<file path="src/rtl/regbank_pkg.sv">
package regbank_pkg;

    localparam int DW    = 8;
    localparam int OFF_W = 4;

    // per-port register offsets (the order fixes the address map)
    localparam logic [OFF_W-1:0] OFF_CTL  = 4'h0;
    localparam logic [OFF_W-1:0] OFF_STS  = 4'h1;
    localparam logic [OFF_W-1:0] OFF_DIAG = 4'h2;
    localparam logic [OFF_W-1:0] OFF_LINK = 4'h3;
    localparam logic [OFF_W-1:0] OFF_CNTL = 4'h4;
    localparam logic [OFF_W-1:0] OFF_CNTH = 4'h5;
    localparam logic [OFF_W-1:0] OFF_CSEL = 4'h6;
    localparam logic [OFF_W-1:0] OFF_MASK = 4'h7;
    localparam logic [OFF_W-1:0] OFF_ENH  = 4'h8;
    localparam logic [OFF_W-1:0] OFF_LAST = OFF_ENH;

    localparam int PORT_STRIDE = 1 << OFF_W;

    // control bit positions
    localparam int CTL_IRQ_EN   = 0;
    localparam int CTL_ERR_ONLY = 6;
    localparam int STS_CELL_ERR = 0;

    // writable-bit masks (reserved bits are zero here)
    localparam logic [DW-1:0] CTL_WMASK  = 8'h7F;
    localparam logic [DW-1:0] CSEL_WMASK = 8'h0F;

    typedef struct packed {
        logic [DW-1:0] ctl;
        logic [DW-1:0] sts;
        logic [DW-1:0] diag;
        logic [DW-1:0] csel;
        logic [DW-1:0] mask;
        logic [DW-1:0] enh;
    } port_regs_t;

    typedef struct packed {
        logic [DW-1:0] shared;
        logic [DW-1:0] rdata;
    } top_regs_t;

endpackage

</file>
<file path="src/rtl/rb_addr_decode.sv">
module rb_addr_decode
    import regbank_pkg::*;
#(
    parameter int NUM_PORTS = 4,
    localparam int PB = $clog2(NUM_PORTS),
    localparam int SHARED_ADDR = NUM_PORTS * PORT_STRIDE,
    localparam int AW = $clog2(SHARED_ADDR + 1)
) (
    input  logic [AW-1:0]        addr,
    output logic [NUM_PORTS-1:0] port_hit,
    output logic                 shared_hit,
    output logic [OFF_W-1:0]     off
);

    logic          in_port_space;
    logic [PB-1:0] port_idx;

    always_comb begin
        off           = addr[OFF_W-1:0];
        port_idx      = addr[OFF_W +: PB];
        in_port_space = (addr < AW'(SHARED_ADDR));
        shared_hit    = (addr == AW'(SHARED_ADDR));
    end

    for (genvar p = 0; p < NUM_PORTS; p++) begin : g_hit
        assign port_hit[p] = in_port_space && (port_idx == PB'(p)) && (off <= OFF_LAST);
    end

    always_comb begin
        assert_hit_onehot_R1: assert ($onehot0({port_hit, shared_hit}));
    end

endmodule

</file>
<file path="src/rtl/rb_port_regs.sv">
module rb_port_regs
    import regbank_pkg::*;
#(
    parameter int CNT_W = 16,
    localparam int CNT_EXT = 2 * DW
) (
    input  logic             clk,
    input  logic             rst_n,
    input  logic             wr_en,
    input  logic             rd_en,
    input  logic [OFF_W-1:0] off,
    input  logic [DW-1:0]    wdata,
    input  logic [DW-1:0]    evt,
    input  logic [DW-1:0]    link,
    input  logic [CNT_W-1:0] cnt,
    output logic [DW-1:0]    rdata,
    output logic [DW-1:0]    ctl_o,
    output logic [DW-1:0]    enh_o,
    output logic             irq_o
);

    port_regs_t r_d, r_q;
    logic [CNT_EXT-1:0] cnt_ext;
    logic [DW-1:0]      sts_keep;
    logic [DW-1:0]      irq_src;
    logic               sts_rd;

    always_comb begin
        cnt_ext  = CNT_EXT'(cnt);
        sts_rd   = rd_en && (off == OFF_STS);
        sts_keep = sts_rd ? '0 : r_q.sts;
        r_d      = r_q;
        r_d.sts  = sts_keep | evt;
        if (wr_en) begin
            case (off)
                OFF_CTL:  r_d.ctl  = wdata & CTL_WMASK;
                OFF_DIAG: r_d.diag = wdata;
                OFF_CSEL: r_d.csel = wdata & CSEL_WMASK;
                OFF_MASK: r_d.mask = wdata;
                OFF_ENH:  r_d.enh  = wdata;
                default:  ;
            endcase
        end
    end

    always_ff @(posedge clk or negedge rst_n) begin
        if (!rst_n) r_q <= '0;
        else        r_q <= r_d;
    end

    always_comb begin
        case (off)
            OFF_CTL:  rdata = r_q.ctl;
            OFF_STS:  rdata = r_q.sts;
            OFF_DIAG: rdata = r_q.diag;
            OFF_LINK: rdata = link;
            OFF_CNTL: rdata = cnt_ext[DW-1:0];
            OFF_CNTH: rdata = cnt_ext[CNT_EXT-1:DW];
            OFF_CSEL: rdata = r_q.csel;
            OFF_MASK: rdata = r_q.mask;
            OFF_ENH:  rdata = r_q.enh;
            default:  rdata = '0;
        endcase
    end

    always_comb begin
        irq_src = r_q.sts & r_q.mask;
        if (r_q.ctl[CTL_ERR_ONLY]) irq_src = irq_src & (DW'(1) << STS_CELL_ERR);
        irq_o = r_q.ctl[CTL_IRQ_EN] && (|irq_src);
        ctl_o = r_q.ctl;
        enh_o = r_q.enh;
    end

    assert_sticky_hold_R5: assert property (@(posedge clk) disable iff (!rst_n)
        !(rd_en && off == OFF_STS) |=> ((r_q.sts & $past(r_q.sts)) == $past(r_q.sts)));
    assert_clear_on_read_R5: assert property (@(posedge clk) disable iff (!rst_n)
        (rd_en && off == OFF_STS && evt == '0) |=> (r_q.sts == '0));
    assert_event_kept_R6: assert property (@(posedge clk) disable iff (!rst_n)
        (evt != '0) |=> ((r_q.sts & $past(evt)) == $past(evt)));
    assert_sts_write_ignored_R4: assert property (@(posedge clk) disable iff (!rst_n)
        (wr_en && off == OFF_STS && !rd_en && evt == '0) |=> $stable(r_q.sts));
    assert_irq_needs_enable_R7: assert property (@(posedge clk) disable iff (!rst_n)
        irq_o |-> ctl_o[CTL_IRQ_EN]);
    assert_err_only_R8: assert property (@(posedge clk) disable iff (!rst_n)
        (irq_o && ctl_o[CTL_ERR_ONLY]) |-> (r_q.sts[STS_CELL_ERR] && r_q.mask[STS_CELL_ERR]));
    assert_reserved_zero_R3: assert property (@(posedge clk) disable iff (!rst_n)
        (ctl_o[DW-1] == 1'b0) && (r_q.csel[DW-1:4] == '0));

endmodule

</file>
<file path="src/rtl/ctl_regbank.sv">
module ctl_regbank
    import regbank_pkg::*;
#(
    parameter int NUM_PORTS = 4,
    parameter int CNT_W     = 16,
    localparam int PB = $clog2(NUM_PORTS),
    localparam int SHARED_ADDR = NUM_PORTS * PORT_STRIDE,
    localparam int AW = $clog2(SHARED_ADDR + 1)
) (
    input  logic                       clk,
    input  logic                       rst_n,
    input  logic [AW-1:0]              bus_addr,
    input  logic                       bus_rd,
    input  logic                       bus_wr,
    input  logic [DW-1:0]              bus_wdata,
    output logic [DW-1:0]              bus_rdata,
    input  logic [PB-1:0]              sel_port,
    input  logic [NUM_PORTS*DW-1:0]    evt_status,
    input  logic [NUM_PORTS*DW-1:0]    link_status,
    input  logic [NUM_PORTS*CNT_W-1:0] cell_count,
    output logic [DW-1:0]              sel_ctl,
    output logic [DW-1:0]              sel_enh,
    output logic                       irq_n
);

    logic [NUM_PORTS-1:0] port_hit;
    logic                 shared_hit;
    logic [OFF_W-1:0]     off;
    logic [DW-1:0]        port_rdata [NUM_PORTS];
    logic [DW-1:0]        ctl_arr    [NUM_PORTS];
    logic [DW-1:0]        enh_arr    [NUM_PORTS];
    logic [NUM_PORTS-1:0] port_irq;
    logic [NUM_PORTS-1:0] irq_en_vec;
    logic [DW-1:0]        rd_mux;
    top_regs_t            t_d, t_q;

    rb_addr_decode #(.NUM_PORTS(NUM_PORTS)) u_dec (
        .addr       (bus_addr),
        .port_hit   (port_hit),
        .shared_hit (shared_hit),
        .off        (off)
    );

    for (genvar p = 0; p < NUM_PORTS; p++) begin : g_port
        rb_port_regs #(.CNT_W(CNT_W)) u_port (
            .clk   (clk),
            .rst_n (rst_n),
            .wr_en (bus_wr && port_hit[p]),
            .rd_en (bus_rd && port_hit[p]),
            .off   (off),
            .wdata (bus_wdata),
            .evt   (evt_status[p*DW +: DW]),
            .link  (link_status[p*DW +: DW]),
            .cnt   (cell_count[p*CNT_W +: CNT_W]),
            .rdata (port_rdata[p]),
            .ctl_o (ctl_arr[p]),
            .enh_o (enh_arr[p]),
            .irq_o (port_irq[p])
        );
        assign irq_en_vec[p] = ctl_arr[p][CTL_IRQ_EN];
    end

    always_comb begin
        rd_mux = shared_hit ? t_q.shared : '0;
        for (int p = 0; p < NUM_PORTS; p++) begin
            if (port_hit[p]) rd_mux = rd_mux | port_rdata[p];
        end
        t_d = t_q;
        if (bus_wr && shared_hit) t_d.shared = bus_wdata;
        if (bus_rd)               t_d.rdata  = rd_mux;
    end

    always_ff @(posedge clk or negedge rst_n) begin
        if (!rst_n) t_q <= '0;
        else        t_q <= t_d;
    end

    always_comb begin
        bus_rdata = t_q.rdata;
        sel_ctl   = ctl_arr[sel_port];
        sel_enh   = enh_arr[sel_port];
        irq_n     = ~(|port_irq);
    end

    assert_unmapped_read_R2: assert property (@(posedge clk) disable iff (!rst_n)
        (bus_rd && !shared_hit && port_hit == '0) |=> (bus_rdata == '0));
    assert_rdata_hold_R1: assert property (@(posedge clk) disable iff (!rst_n)
        !bus_rd |=> $stable(bus_rdata));
    assert_irq_masked_R7: assert property (@(posedge clk) disable iff (!rst_n)
        (irq_en_vec == '0) |-> irq_n);
    assert_shared_unmapped_write_R2: assert property (@(posedge clk) disable iff (!rst_n)
        (bus_wr && !shared_hit) |=> $stable(t_q.shared));

endmodule

</file>
<file path="config.mk">
export PLATFORM = sky130hd
export DESIGN_NAME = ctl_regbank
export DESIGN_NICKNAME = d
export VERILOG_FILES = /design/src/rtl/regbank_pkg.sv /design/src/rtl/rb_addr_decode.sv /design/src/rtl/rb_port_regs.sv /design/src/rtl/ctl_regbank.sv
export SDC_FILE = /design/constraint.sdc
export NUM_CORES = 1
export LEC_CHECK = 0
export BUFFER_PORTS_ARGS = -buffer_cell sky130_fd_sc_hd__clkbuf_2
export CAP_MARGIN = 40
export CORE_UTILIZATION = 51
export DETAILED_ROUTE_END_ITERATION = 10
export GPL_TIMING_DRIVEN = 0
export HOLD_SLACK_MARGIN = 0.12
export PLACE_DENSITY = 0.78
export SKIP_LAST_GASP = 1
export SLEW_MARGIN = 30
export SYNTH_ARGS = -nofsm -noshare
export SYNTH_HDL_FRONTEND = slang
export SYNTH_SLANG_ARGS = --single-unit
</file>
<file path="constraint.sdc">
create_clock -name clk -period 2 [get_ports clk]
set_input_delay 0.4 -clock clk [delete_from_list [all_inputs] [get_ports clk]]
set_output_delay 0.4 -clock clk [all_outputs]
set_load 0.02 [all_outputs]
</file>
==> metrics <==
P_leak 6.023 nW; Syn-to-layout area delta 28.29%; H-tree levels 4; Area after DPL 0.01160 mm2; met2 Use GR 0.7017; final hold slack 121.5 ps; setup ws final -562.1 ps; wire per inst 34.98 um; PD cells 719.1 mW/mm2; WP buf/inv 1; global route overflow 0; grt met3 use 0.1396; Worst-Skew Late Latency 460 ps; reg2reg end bus_rdata[6]; DIE HEIGHT 143.4 um; Synth Register Bits 188; DP Wirelength 35730 um; Starting Density 0.5219; pre-CTS WS -950.3 ps; commonest non-fill, non-tap cell in the layout dfrtp_1; DR iter-0 viols between 1000 and 1500; first-pass GRT wire length 66340 um; synthesized area 0.01019 mm2; Finished Cell Area ~0.013 mm2; fraction of layout cells with a size suffix above 1 0.5113; status finished, violations left; Slew Viols, Final 0; Placed Cells 1292; post-DR vias/cell 6.945; most frequent cells in the layout dfrtp_1, clkbuf_2, mux2_2; via count 9514; failing checks negative setup slack; CTS Root Cell clkbuf_16; crit path cell chain a222oi_1 -> a31oi_1 -> a21oi_1 -> o22ai_2 -> a221oi_2 -> buf_4; Cell variety after synth 57; final setup fails 17; CP Launch Type register; register clock-pin slew on the reported worst setup and hold paths 80 ps; max incr delay on CP 410 ps; R2R Path Start g_port[0].u_port.ctl_o[6]; critical path type register to output port; register area share after synthesis 0.4617; CP endpoint kind output port; PortBufs 170; CTS tree done; Final ANT Viol Nets 0; synth top area cells dfrtp_1, mux2_2, mux4_2, a22oi_1, mux2i_1; busiest grt layer met2; Worst EP arrival between 2000 and 2500 ps; post-route insts no fill 1370; WP depth 6; GRT met1 Usage 0.6269; Ys Warns 0; Fmax a little under 400 MHz; Final Skew about 18 ps; num ports 174; RSZ-0062 raised after global routing true; Syn Nets between 900 and 1000; clk buf depth 2; clock sink total 188; core footprint slightly below 0.02 mm2; CP max FO 3; Placement Rows 51; die area 0.02055 mm2; fraction of registers with async set/reset 1.000; DRC viols 0; Crit-path slowest cell dfrtp_1; GRT Total Usage 0.4809; post-route minimum period 2562 ps; top_reg_cell synth dfrtp_1; period utilization 1.281; Yosys top cell by area dfrtp_1; drt pass-1 iters 8; critical path endpoint irq_n; Max-Slew Margin vs Limit 0.4091; routed wire length 47920 um; Final Hold Viols 0; largest net degree at the start of global routing 73; die width 143.4 um; Hold Crit Class input pin to register; cell family with most CP delay compound AO/OA/AOI/OAI gates; vias in the first global route 9414; FF-to-FF setup slack -160 ps; Post-Synthesis Cells between 800 and 900; total clock buffers created by CTS 17; VDD IR max 647.4 uV; Max-cap violations 0; Reg2Reg Depth 5; CP Launch Point g_port[3].u_port.r_q[12]; Slew @ Worst Pin 886.3 ps; gpl congestion 1.065; antenna violations before repair 3; final net count 1239; Syn Area/Cell 12.02 um2; cell depth of the worst hold path 2; Post-synth EDFFs 0; Data required, critical path 1600 ps; Yosys top cell area share 0.4617
sequential cells by signal (all words and copies together) (netlist names):
register,cells
g_port.u_port.r_q,112
g_port.u_port.enh_o,32
bus_rdata,8
t_q,8
g_port.u_port.ctl_o,28
metrics by stage:
| step | util | power (mW) | TNS, ps |
|---|---|---|---|
| floorplan | - | 4.873 | -1305 |
| global placement | 0.5857 | 5.595 | -685990 |
| detailed placement | 0.5941 | 5.645 | -104970 |
| CTS | 0.6495 | 9.220 | -606.6 |
| global route | 0.6692 | 9.573 | -1764 |
| finish | 0.6695 | 9.401 | -1275 |
layer usage:
layer | part of all wire | wire [um]
met5 | 0.00061 | 29
met2 | 0.42 | 20230
met3 | 0.13 | 6448
met1 | 0.37 | 17750
met4 | 0.072 | 3466
power breakdown:
group / switching, mW / leakage (nW) / internal [mW]
combinational: 0.961 / 3.33 / 0.712
clock: 1.83 / 0.299 / 1.74
sequential: 0.181 / 2.39 / 3.98
total: 2.97 / 6.02 / 6.43
cell families (layout without fill, tap and decap cells):
kind of cell | count (synthesis) | after routing | share of synthesized area
buffers and inverters | 81 | 336 | 0.04175
other | 1 | 3 | 0.0003680
and+or+nand+nor | 129 | 129 | 0.07196
AOI/OAI and AO/OA | 233 | 233 | 0.1726
DFF | 188 | 188 | 0.4617
muxes | 216 | 216 | 0.2516
cells in the mapped netlist (4+ instances only):
library cell  count
dfrtp_1         188
mux2_2          169
a22oi_1          40
a21o_1           35
mux2i_1          30
buf_2            28
nand2_1          28
clkbuf_1         26
nor2_1           26
a32oi_1          22
o21ai_0          22
a21oi_1          21
nor2b_1          16
buf_4            15
mux4_2           15
a22o_1           14
nand2_2          12
a222oi_1         11
a221oi_1          9
a31oi_1           9
o221ai_1          9
nor3_1            8
o32ai_1           7
and3_1            6
inv_1             6
o22ai_1           6
and2_1            5
nand2b_1          5
a211oi_1          4
buf_6             4
nand3_1           4
how the worst min path moves through the flow:
stage	end	from	slack [ps]
floorplan	bus_rdata[0]	rst_n	100
CTS	g_port[1].u_port.r_q[36]	evt_status[12]	120
global route	g_port[0].u_port.r_q[36]	evt_status[4]	130
finish	g_port[3].u_port.r_q[38]	evt_status[30]	120
detailed placement	g_port[2].u_port.r_q[27]	rst_n	400
global placement	g_port[0].u_port.r_q[16]	g_port[0].u_port.r_q[16]	480
final cells by class:
cell class,instances,area [um2]
Timing Repair Buffer,228,1488
Tap cell,265,331.6
Antenna cell,2,5.005
Clock inverter,14,180.2
Buffer,70,575.6
Fill cell,1520,6454
Inverter,6,22.52
Multi-Input combinational cell,579,5306
Sequential cell,188,4725
Clock buffer,18,439.2
timing repair:
action,in CTS,in global routing
setup buffers,18,25
hold buffers,1,0
gates cloned,1,2
endpoints found under the setup margin,157,52
pin swaps,15,24
hold endpoints to repair,53,0
gates resized for setup,79,52
(Power assumes the default switching activity.)
